File: config.mk
export PLATFORM = sky130hd
export DESIGN_NAME = dma_swtrig_gate
export DESIGN_NICKNAME = d
export VERILOG_FILES = /design/src/rtl/dma_swtrig_pkg.sv /design/src/rtl/swtrig_reg.sv /design/src/rtl/origin_track.sv /design/src/rtl/dma_swtrig_gate.sv
export SDC_FILE = /design/constraint.sdc
export NUM_CORES = 1
export LEC_CHECK = 0
export BUFFER_PORTS_ARGS = -buffer_cell sky130_fd_sc_hd__buf_2
export CORE_MARGIN = 4
export CORE_UTILIZATION = 25
export DETAILED_ROUTE_END_ITERATION = 8
export HOLD_SLACK_MARGIN = 0.08
export PLACE_DENSITY = 0.59
export SLEW_MARGIN = 25
export SYNTH_ARGS = -nofsm -noshare
export SYNTH_HDL_FRONTEND = slang
export SYNTH_SLANG_ARGS = --single-unit
File: constraint.sdc
create_clock -name clk -period 0.9 [get_ports clk]
set_input_delay 0.225 -clock clk [delete_from_list [all_inputs] [get_ports clk]]
set_output_delay 0.225 -clock clk [all_outputs]
set_load 0.02 [all_outputs]
File: src/rtl/dma_swtrig_pkg.sv
package dma_swtrig_pkg;
  localparam int REG_W  = 32;
  localparam int MAX_CH = 32;
  typedef logic [REG_W-1:0] reg_word_t;
endpackage

File: src/rtl/swtrig_reg.sv
module swtrig_reg
  import dma_swtrig_pkg::*;
#(
  parameter int NUM_CH = 8
) (
  input  logic              clk,
  input  logic              rst,
  input  logic              wr_en,
  input  reg_word_t         wdata,
  input  logic [NUM_CH-1:0] active,
  output logic [NUM_CH-1:0] pend,
  output reg_word_t         rdata
);
  localparam int PAD_W = REG_W - NUM_CH;

  logic [NUM_CH-1:0] set_vec;

  assign set_vec = wr_en ? wdata[NUM_CH-1:0] : '0;

  // A set in the same cycle as the clearing strobe wins
  always_ff @(posedge clk) begin
    if (rst) pend <= '0;
    else     pend <= set_vec | (pend & ~active);
  end

  generate
    if (PAD_W > 0) begin : g_pad
      assign rdata = {{PAD_W{1'b0}}, pend};
    end else begin : g_full
      assign rdata = pend;
    end
  endgenerate

  generate
    for (genvar n = 0; n < NUM_CH; n++) begin : g_chk
      assert_write1_sets_R2: assert property (@(posedge clk) disable iff (rst)
        (wr_en && wdata[n]) |=> pend[n]);
      assert_set_beats_clear_R7: assert property (@(posedge clk) disable iff (rst)
        (wr_en && wdata[n] && active[n]) |=> pend[n]);
      assert_active_clears_R6: assert property (@(posedge clk) disable iff (rst)
        (active[n] && !(wr_en && wdata[n])) |=> !pend[n]);
      assert_zero_holds_R3: assert property (@(posedge clk) disable iff (rst)
        (!active[n] && !(wr_en && wdata[n])) |=> $stable(pend[n]));
    end
  endgenerate
endmodule

File: src/rtl/origin_track.sv
module origin_track #(
  parameter int NUM_CH = 8
) (
  input  logic              clk,
  input  logic              rst,
  input  logic [NUM_CH-1:0] pend,
  input  logic [NUM_CH-1:0] active,
  input  logic [NUM_CH-1:0] done,
  output logic [NUM_CH-1:0] ack
);
  generate
    for (genvar n = 0; n < NUM_CH; n++) begin : g_ch
      logic sw_mark;
      logic sw_now;

      // Origin of the activation that a completion belongs to
      assign sw_now = active[n] ? pend[n] : sw_mark;

      always_ff @(posedge clk) begin
        if (rst) begin
          sw_mark <= 1'b0;
          ack[n]  <= 1'b0;
        end else begin
          ack[n] <= done[n] & ~sw_now;
          if (done[n])        sw_mark <= 1'b0;
          else if (active[n]) sw_mark <= pend[n];
        end
      end

      assert_ack_needs_done_R8: assert property (@(posedge clk) disable iff (rst)
        ack[n] |-> $past(done[n]));
      assert_same_cycle_sw_mask_R10: assert property (@(posedge clk) disable iff (rst)
        (active[n] && pend[n] && done[n]) |=> !ack[n]);
      assert_hw_same_cycle_ack_R10: assert property (@(posedge clk) disable iff (rst)
        (active[n] && !pend[n] && done[n]) |=> ack[n]);
    end
  endgenerate
endmodule

File: src/rtl/dma_swtrig_gate.sv
module dma_swtrig_gate
  import dma_swtrig_pkg::*;
#(
  parameter int NUM_CH = 8
) (
  input  logic              clk,
  input  logic              rst,
  input  logic              reg_wr_en,
  input  logic [31:0]       reg_wdata,
  output logic [31:0]       reg_rdata,
  input  logic [NUM_CH-1:0] hw_req,
  output logic [NUM_CH-1:0] eng_req,
  input  logic [NUM_CH-1:0] eng_active,
  input  logic [NUM_CH-1:0] eng_done,
  output logic [NUM_CH-1:0] src_ack
);
  logic [NUM_CH-1:0] pend;

  swtrig_reg #(.NUM_CH(NUM_CH)) u_reg (
    .clk    (clk),
    .rst    (rst),
    .wr_en  (reg_wr_en),
    .wdata  (reg_wdata),
    .active (eng_active),
    .pend   (pend),
    .rdata  (reg_rdata)
  );

  origin_track #(.NUM_CH(NUM_CH)) u_org (
    .clk    (clk),
    .rst    (rst),
    .pend   (pend),
    .active (eng_active),
    .done   (eng_done),
    .ack    (src_ack)
  );

  assign eng_req = pend | hw_req;

  generate
    for (genvar n = 0; n < NUM_CH; n++) begin : g_top_chk
      assert_req_covers_trigger_R5: assert property (@(posedge clk) disable iff (rst)
        reg_rdata[n] |-> eng_req[n]);
    end
  endgenerate
endmodule

=== After elaboration in Yosys (flattened, before gate mapping) ===
Cells that the tools add are included.

* Bits in latches: 0
* Input bits: 59
* Memories: 0
* Register bits after elaboration: 24
* RAM bits: 0
* ROM bits: 0

* Mux-type cells: 9
* $lt $le $gt $ge: 0
* Shifts and indexed selects: 0
* Eq/ne operators: 0
* Div/mod/pow operators: 0
* $add $sub $neg: 0
* Reductions and logical operators: 8
* Multipliers: 0
* Bitwise operators: 20

{| class="wikitable"
|+ Operators by type and width
! kind !! number
|-
| $or 8x8->8 || 2
|-
| $reduce_or 2->1 || 8
|-
| $and 1x1->1 || 8
|-
| $and 8x8->8 || 1
|-
| $mux 1 || 8
|-
| $mux 8 || 1
|-
| $not 1->1 || 8
|-
| $not 8->8 || 1
|}

=== Longest topological paths before layout ===
Gate-level depths: netlist (run 1).

* Depth after elaboration: 3
* Depth in mapped cells: 3

=== Hierarchy ===
Synthesis (run 1) repeated with hierarchy kept, for this count alone.

* Cells, all modules: 117
* Area total of the unflattened synthesis: 1246.2 um^2

{| class="wikitable"
|+ By module, submodules not included
! module !! instances !! area each (um^2) !! cells an instance
|-
| origin_track || 1 || 663.1 || 42
|-
| swtrig_reg || 1 || 533.0 || 67
|-
| dma_swtrig_gate || 1 || 50.0 || 8
|}

=== Worst setup path after synthesis (run 1) ===
Ideal clock, no wire load.

* Kind: reg2out
* Start point: register u_reg.pend[0]
* End point: output port eng_req[0]
* Path buffers: 0
* Stages on the path, launching flop included: 2
* Required time: 675 ps
* Data arrival time: 740 ps
* Setup slack: -65 ps
* Path through: dfxtp_1 > or2_2

* Word-level cells in the longest chain between the ends: 1

{| class="wikitable"
|+ Ends and longest elaborated chain
! what !! RTL line !! source
|-
| start: declaration || swtrig_reg.sv:11 || <nowiki>output logic [NUM_CH-1:0] pend,</nowiki>
|-
| start signal: assignment || swtrig_reg.sv:23 || <nowiki>else pend <= set_vec | (pend & ~active);</nowiki>
|-
| $or 8x8->8 || dma_swtrig_gate.sv:38 || <nowiki>assign eng_req = pend | hw_req;</nowiki>
|-
| end: declaration || dma_swtrig_gate.sv:12 || <nowiki>output logic [NUM_CH-1:0] eng_req,</nowiki>
|}

No other way between the ends.

=== Final worst setup path (run 1) ===
* Start point: register u_reg.pend[7]
* End point: output port eng_req[7]

The elaborated chain is that of the path after synthesis.

==> results of run 1 <==
cell usage in the layout, fill, tap and decap left out, drive strengths merged:
master	instances
nand2	8
nor3	7
nand2b	8
and3b	7
or2	8
buf	72
conb	24
mux2	1
mux2i	7
dfxtp	24
a21oi	8
nor3b	2
clkbuf	4
worst max-delay path, cell delays in order (launching register included):
cell	delay (ps)
dfxtp_2	340
or2_4	220
buf_6	130
state kept, by name, indices dropped and copies added (netlist names):
name and cells:
u_org.ack 8, u_org.g_ch.sw_mark 8, u_reg.pend 8
worst paths after layout:
check,end,cells after the start,slack (ps)
worst max-delay path,eng_req[7],2,-280
worst min-delay path,u_org.g_ch[6].sw_mark$_SDFF_PP0_,2,120
worst max register to register,u_org.g_ch[5].sw_mark$_SDFF_PP0_,3,-50
worst min register to register,u_org.ack[5]$_SDFF_PP0_,2,520
per-layer routing:
| metal | vias up | part of all wire | track usage |
|---|---|---|---|
| li1 | 450 | - | - |
| met1 | 398 | 0.36 | 0.0903 |
| met2 | 48 | 0.50 | 0.160 |
| met3 | 4 | 0.13 | 0.0468 |
| met4 | 0 | 0.013 | 0.0451 |
| met5 | - | 0 | 0 |
cells by family after synthesis:
group	count (synthesis)
AND/OR/NAND/NOR	40
AO/OA/AOI/OAI	8
flip-flops	24
other	1
buffers and inverters	27
multiplexers	8
Yosys cell counts:
master | n | share of area
mux2_4 | 1 | 0.014
dfxtp_1 | 24 | 0.45
buf_2 | 2 | 0.0095
conb_1 | 1 | 0.0035
nor3b_2 | 2 | 0.024
buf_4 | 25 | 0.18
nand2_1 | 8 | 0.028
nand2b_1 | 8 | 0.047
or2_2 | 8 | 0.047
mux2i_1 | 7 | 0.066
nor3_1 | 7 | 0.033
and3b_1 | 7 | 0.058
a21oi_1 | 8 | 0.038
power groups by stage:
stage	combinational (mW)	sequential (mW)	clock, mW
6_report	0.645	1.14	0.735
3_5_place_dp	0.491	1.15	0
3_3_place_gp	0.489	1.15	0
2_1_floorplan	0.322	1.21	0
5_1_grt	0.690	1.15	0.817
4_1_cts	0.613	1.14	0.774
cell type report:
class                           count  area, um2
Fill cell                         376       2300
Timing Repair Buffer               72        599
Clock buffer                        4       55.1
Multi-Input combinational cell     80        536
Tap cell                           50       62.6
Sequential cell                    24        500
per-stage QoR:
stage | setup WS, ps | std cells
after floorplan | 4.14 | 131
after global placement | -23.8 | 220
after CTS | -284 | 230
after global routing | -308 | 230
after detailed placement | -30.3 | 220
final | -278 | 230
timing repair:
| item | 4_1_cts | 5_1_grt |
|---|---|---|
| gates resized for setup | 70 | 13 |
| setup buffers | 6 | 0 |
| pin swaps | 9 | 4 |
| endpoints found under the hold margin | 0 | 0 |
| setup endpoints to repair | 24 | 37 |
==> flow_summary_export.csv, run 1 <==
group,metric,value,unit
place,place_area,1390,um2
place,hpwl,1820,um
worst_setup_path,required,670,ps
worst_hold_path,hp-start,"eng_done[6]",
clock_network,cts_sinks,24,
synth,syn_area_per_cell,9.80,um2
clock_network,clockBufferDepth,2,
die,core-area,4060,um2
clock_network,numCtsBuffers,3,
power_and_ir_drop,power_frac_clock,0.291,
drt,drt_iter0_drc,15,
clock_network,root_buffer,"clkbuf_8",
final_layout,syn_to_final_growth,65.6,%
sta,min_period,1180,ps
die,ioPinCount,107,
clock_network,htreeDepth,1,
power_and_ir_drop,power_density,1440,nW/um2
die,fp.dieH,73.1,um
clock_network,cts_tree,"built",
final_layout,fin_area,1750,um2
synth,yosysSeqAreaShare,0.454,
sta,period_share,1.31,
synth,synth_top_family_by_area,"simple AND/OR/NAND/NOR gates",
drt,post-route-drc-count,0,
drt,dr.pass1.iters,2,
die,num_rows,23,
run,cap_violations,0,
global_route,grt_pass1_vias,883,
power_and_ir_drop,p_seq_frac,0.453,
worst_setup_path,endpoint_kind,"primary output",
global_route,grt_max_degree,25,
place,numPortBuffers,58,
power_and_ir_drop,irDropWorstVdd,0.656,mV
final_layout,nets,240,
outcome,violations,"negative setup slack",
clock_network,path_clk_slew,90,ps
sta,fin_hold_ws,118,ps
die,initial_core_util,0.261,
drt,wl,2630,um
drt,ant_nets,0,
drt,vias_per_cell,3.91,
sta,rsz0062_at_grt,"yes",
synth,synthSimpleGateAreaFrac,0.238,
worst_setup_path,crit_start,"u_reg.pend[7]$_SDFF_PP0_",
sta,tns,-3880,ps
power_and_ir_drop,power,2.52,mW
synth,syn_area,1060,um2
power_and_ir_drop,p_sw_frac,0.274,
global_route,track_usage,0.0924,
synth,yosysWarnings,0,
global_route,grt_pass1_wl,3730,um
outcome,status,"finished with violations",
synth,synth-seq-cells,24,
final_layout,fin_util,0.432,
power_and_ir_drop,p_leak,0.836,nW
die,dieArea,5340,um2
global_route,overflow,0,
drt,vias,900,
sta,hold_viol,0,
synth,synthXorXnorAreaFrac,0,
power_and_ir_drop,p_int,1.83,mW
worst_setup_path,crit_arrival,950,ps
global_route,antenna_found_initial,0,
final_layout,antennaDiodeCount,0,
synth,synthAdderAreaFrac,0,
drt,wl_per_cell,11.4,um
sta,drv_slew,0,
die,die_w,73.1,um
sta,finClkSkew,2.43,ps
final_layout,drive_gt1_frac,0.606,
power_and_ir_drop,p_sw,0.691,mW
clock_network,worst_skew_pair.late_latency,260,ps
worst_setup_path,reg2reg_from,"u_reg.pend[5]$_SDFF_PP0_",
worst_setup_path,worst-path-max-fanout,2,
worst_setup_path,critPathKind,"register to primary output",
power_and_ir_drop,p_comb_frac,0.256,
clock_network,hold_buffers,0,
worst_setup_path,start_kind,"register",
sta,setup_ws,-278,ps
synth,yosysUniqueCellTypes,13,
synth,synthCells,108,
sta,fmax,849,MHz
place,gp_congestion,0.710,
worst_hold_path,hp-class,"input pin to register",
synth,synthMuxAreaShare,0.0804,
synth,synth_compound_area_frac,0.0378,
sta,setup_viol,30,
Note: power is estimated with default switching activity, not from simulation.
==> run 2: changes to the inputs <==
--- a/config.mk
+++ b/config.mk
@@ -5,12 +5,12 @@
 export SDC_FILE = /design/constraint.sdc
 export NUM_CORES = 1
 export LEC_CHECK = 0
-export BUFFER_PORTS_ARGS = -buffer_cell sky130_fd_sc_hd__buf_2
 export CORE_MARGIN = 4
 export CORE_UTILIZATION = 25
 export DETAILED_ROUTE_END_ITERATION = 8
+export DONT_BUFFER_PORTS = 1
 export HOLD_SLACK_MARGIN = 0.08
-export PLACE_DENSITY = 0.59
+export PLACE_DENSITY_LB_ADDON = 0.05
 export SLEW_MARGIN = 25
 export SYNTH_ARGS = -nofsm -noshare
 export SYNTH_HDL_FRONTEND = slang
==> flow_summary_export.csv, run 2 (synthesis results as in run 1) <==
group,metric,value,unit
outcome,status,"finished with violations",
outcome,violations,"negative setup slack",
drt,post-route-drc-count,0,
clock_network,cts_sinks,24,
final_layout,regArea,513,um2
worst_setup_path,r2r_cells,3,
power_and_ir_drop,p_seq_frac,0.516,
place,dp.cells,162,
die,core-area,4060,um2
global_route,grt_max_degree,25,
drt,wl_per_cell,12.5,um
final_layout,layout_commonest_cell,"conb_1",
power_and_ir_drop,p_int,1.66,mW
sta,min_period,1090,ps
global_route,grt_pass1_vias,736,
worst_setup_path,worst-path-max-fanout,3,
sta,hold_viol,0,
worst_setup_path,reg2reg_slack,-50,ps
final_layout,top_regs,"u_org.ack x8, u_org.g_ch.sw_mark x8, u_reg.pend x8",
worst_setup_path,endpoint_kind,"primary output",
power_and_ir_drop,p_sw_frac,0.262,
power_and_ir_drop,power_frac_clock,0.322,
clock_network,hold_buffers,8,
drt,drt_iter0_drc,14,
worst_setup_path,cpPeakStageDelay,340,ps
sta,rsz0062_at_grt,"yes",
final_layout,fin_util,0.333,
place,numPortBuffers,0,
run,cap_violations,0,
global_route,overflow,0,
final_layout,drive_gt1_frac,0.379,
final_layout,final_cells,182,
place,hpwl,1670,um
worst_setup_path,cp_slowest_cell,"dfxtp_2",
global_route,antenna_found_initial,0,
final_layout,multi_input_area,498,um2
clock_network,numCtsBuffers,3,
clock_network,cts_tree,"built",
place,gp_congestion,0.660,
die,dieArea,5340,um2
drt,wl,2270,um
die,initial_core_util,0.261,
worst_setup_path,reg2reg_to,"u_org.g_ch[5].sw_mark$_SDFF_PP0_",
sta,setup_ws,-186,ps
global_route,track_usage,0.0820,
drt,ant_nets,0,
die,die_w,73.1,um
power_and_ir_drop,irDropWorstVdd,0.418,mV
worst_hold_path,hold_end,"u_reg.pend[6]$_SDFF_PP0_",
worst_setup_path,path_cells,"or2_4",
die,fp.dieH,73.1,um
final_layout,syn_to_final_growth,27.7,%
global_route,grt_pass1_wl,3370,um
worst_hold_path,hp-class,"input pin to register",
worst_hold_path,min_path_cells,1,
drt,vias_per_cell,3.96,
final_layout,mostFrequentLayoutCells,"conb_1, dfxtp_2, buf_4",
sta,setup_viol,18,
worst_setup_path,critPathKind,"register to primary output",
sta,period_share,1.21,
sta,fmax,920,MHz
sta,tns,-2060,ps
power_and_ir_drop,p_leak,0.597,nW
clock_network,htreeDepth,1,
power_and_ir_drop,p_sw,0.591,mW
power_and_ir_drop,power_density,1670,nW/um2
worst_setup_path,reg2reg_from,"u_reg.pend[5]$_SDFF_PP0_",
drt,dr.pass1.iters,4,
worst_setup_path,required,670,ps
clock_network,worst_skew_pair.late_latency,260,ps
worst_setup_path,crit_arrival,860,ps
final_layout,num-fill-cells,404,
power_and_ir_drop,p_comb_frac,0.162,
sta,drv_slew,0,
sta,finClkSkew,0.953,ps
drt,vias,721,
sta,fin_hold_ws,11.7,ps
clock_network,root_buffer,"clkbuf_8",
worst_setup_path,start_kind,"register",
worst_setup_path,crit_family,"flip-flops",
final_layout,nets,192,
final_layout,antennaDiodeCount,0,
die,ioPinCount,107,
die,num_rows,23,
worst_hold_path,hp-start,"rst",
clock_network,clockBufferDepth,2,
worst_setup_path,cp_num_buf_inv,0,
clock_network,path_clk_slew,80,ps
==> run 2: cell types whose count changed in the layout (fill, tap and decap cells not counted) <==
| cell | delta |
|---|---|
| buf_12 | -1 |
| buf_2 | -34 |
| buf_4 | +8 |
| buf_6 | -29 |
| dfxtp_2 | -5 |
| dfxtp_4 | +5 |
| dlygate4sd3_1 | +8 |
| mux2i_1 | +3 |
| mux2i_4 | -3 |
==> run 2: timing repair <==
action	CTS	global route
setup endpoints to repair	24	29
buffers inserted	8	0
resized for setup	18	11
cloned	0	0
hold endpoints to repair	17	17
pin swaps	7	2
==> run 2: worst max-delay path by stage <==
stage | depth (start not counted) | to | start | slack [ps]
after floorplan | 1 | eng_req[0] | u_reg.pend[0]$_SDFF_PP0_ | 4
after global placement | 2 | u_org.g_ch[5].sw_mark$_SDFF_PP0_ | u_reg.pend[5]$_SDFF_PP0_ | 60
after detailed placement | 2 | u_org.g_ch[5].sw_mark$_SDFF_PP0_ | u_reg.pend[5]$_SDFF_PP0_ | 60
after CTS | 1 | eng_req[6] | u_reg.pend[6]$_SDFF_PP0_ | -200
after global routing | 1 | eng_req[3] | u_reg.pend[3]$_SDFF_PP0_ | -220
final | 1 | eng_req[7] | u_reg.pend[7]$_SDFF_PP0_ | -190
==> run 2: power by group through the flow <==
stage	clock [mW]	combinational, mW	sequential, mW
final	0.726	0.364	1.16
after global routing	0.821	0.392	1.17
after CTS	0.787	0.355	1.17
after detailed placement	0	0.288	1.19
after global placement	0	0.288	1.19
after floorplan	0	0.322	1.21
==> run 2: per-stage QoR <==
| step | area (um2) | power (mW) | setup slack, ps |
|---|---|---|---|
| after floorplan | 1170 | 1.53 | 4.14 |
| after global placement | 1090 | 1.48 | 62.1 |
| after detailed placement | 1090 | 1.48 | 57.1 |
| after CTS | 1320 | 2.31 | -203 |
| after global routing | 1350 | 2.38 | -223 |
| final | 1350 | 2.25 | -186 |
==> run 2: metal layers <==
layer  up-vias  part of all wire  global-route usage
met5         -                 0                   0
met4         0             0.015              0.0553
met3         2              0.12              0.0152
met2        43              0.51               0.142
met1       322              0.36              0.0897
li1        354                 -                   -
==> run 2: final cells by class <==
cell class	count	area share
timing repair buffer	24	0.165
sequential	24	0.380
clock buffer	4	0.0407
multi-input combinational	80	0.369
tap	50	0.0463
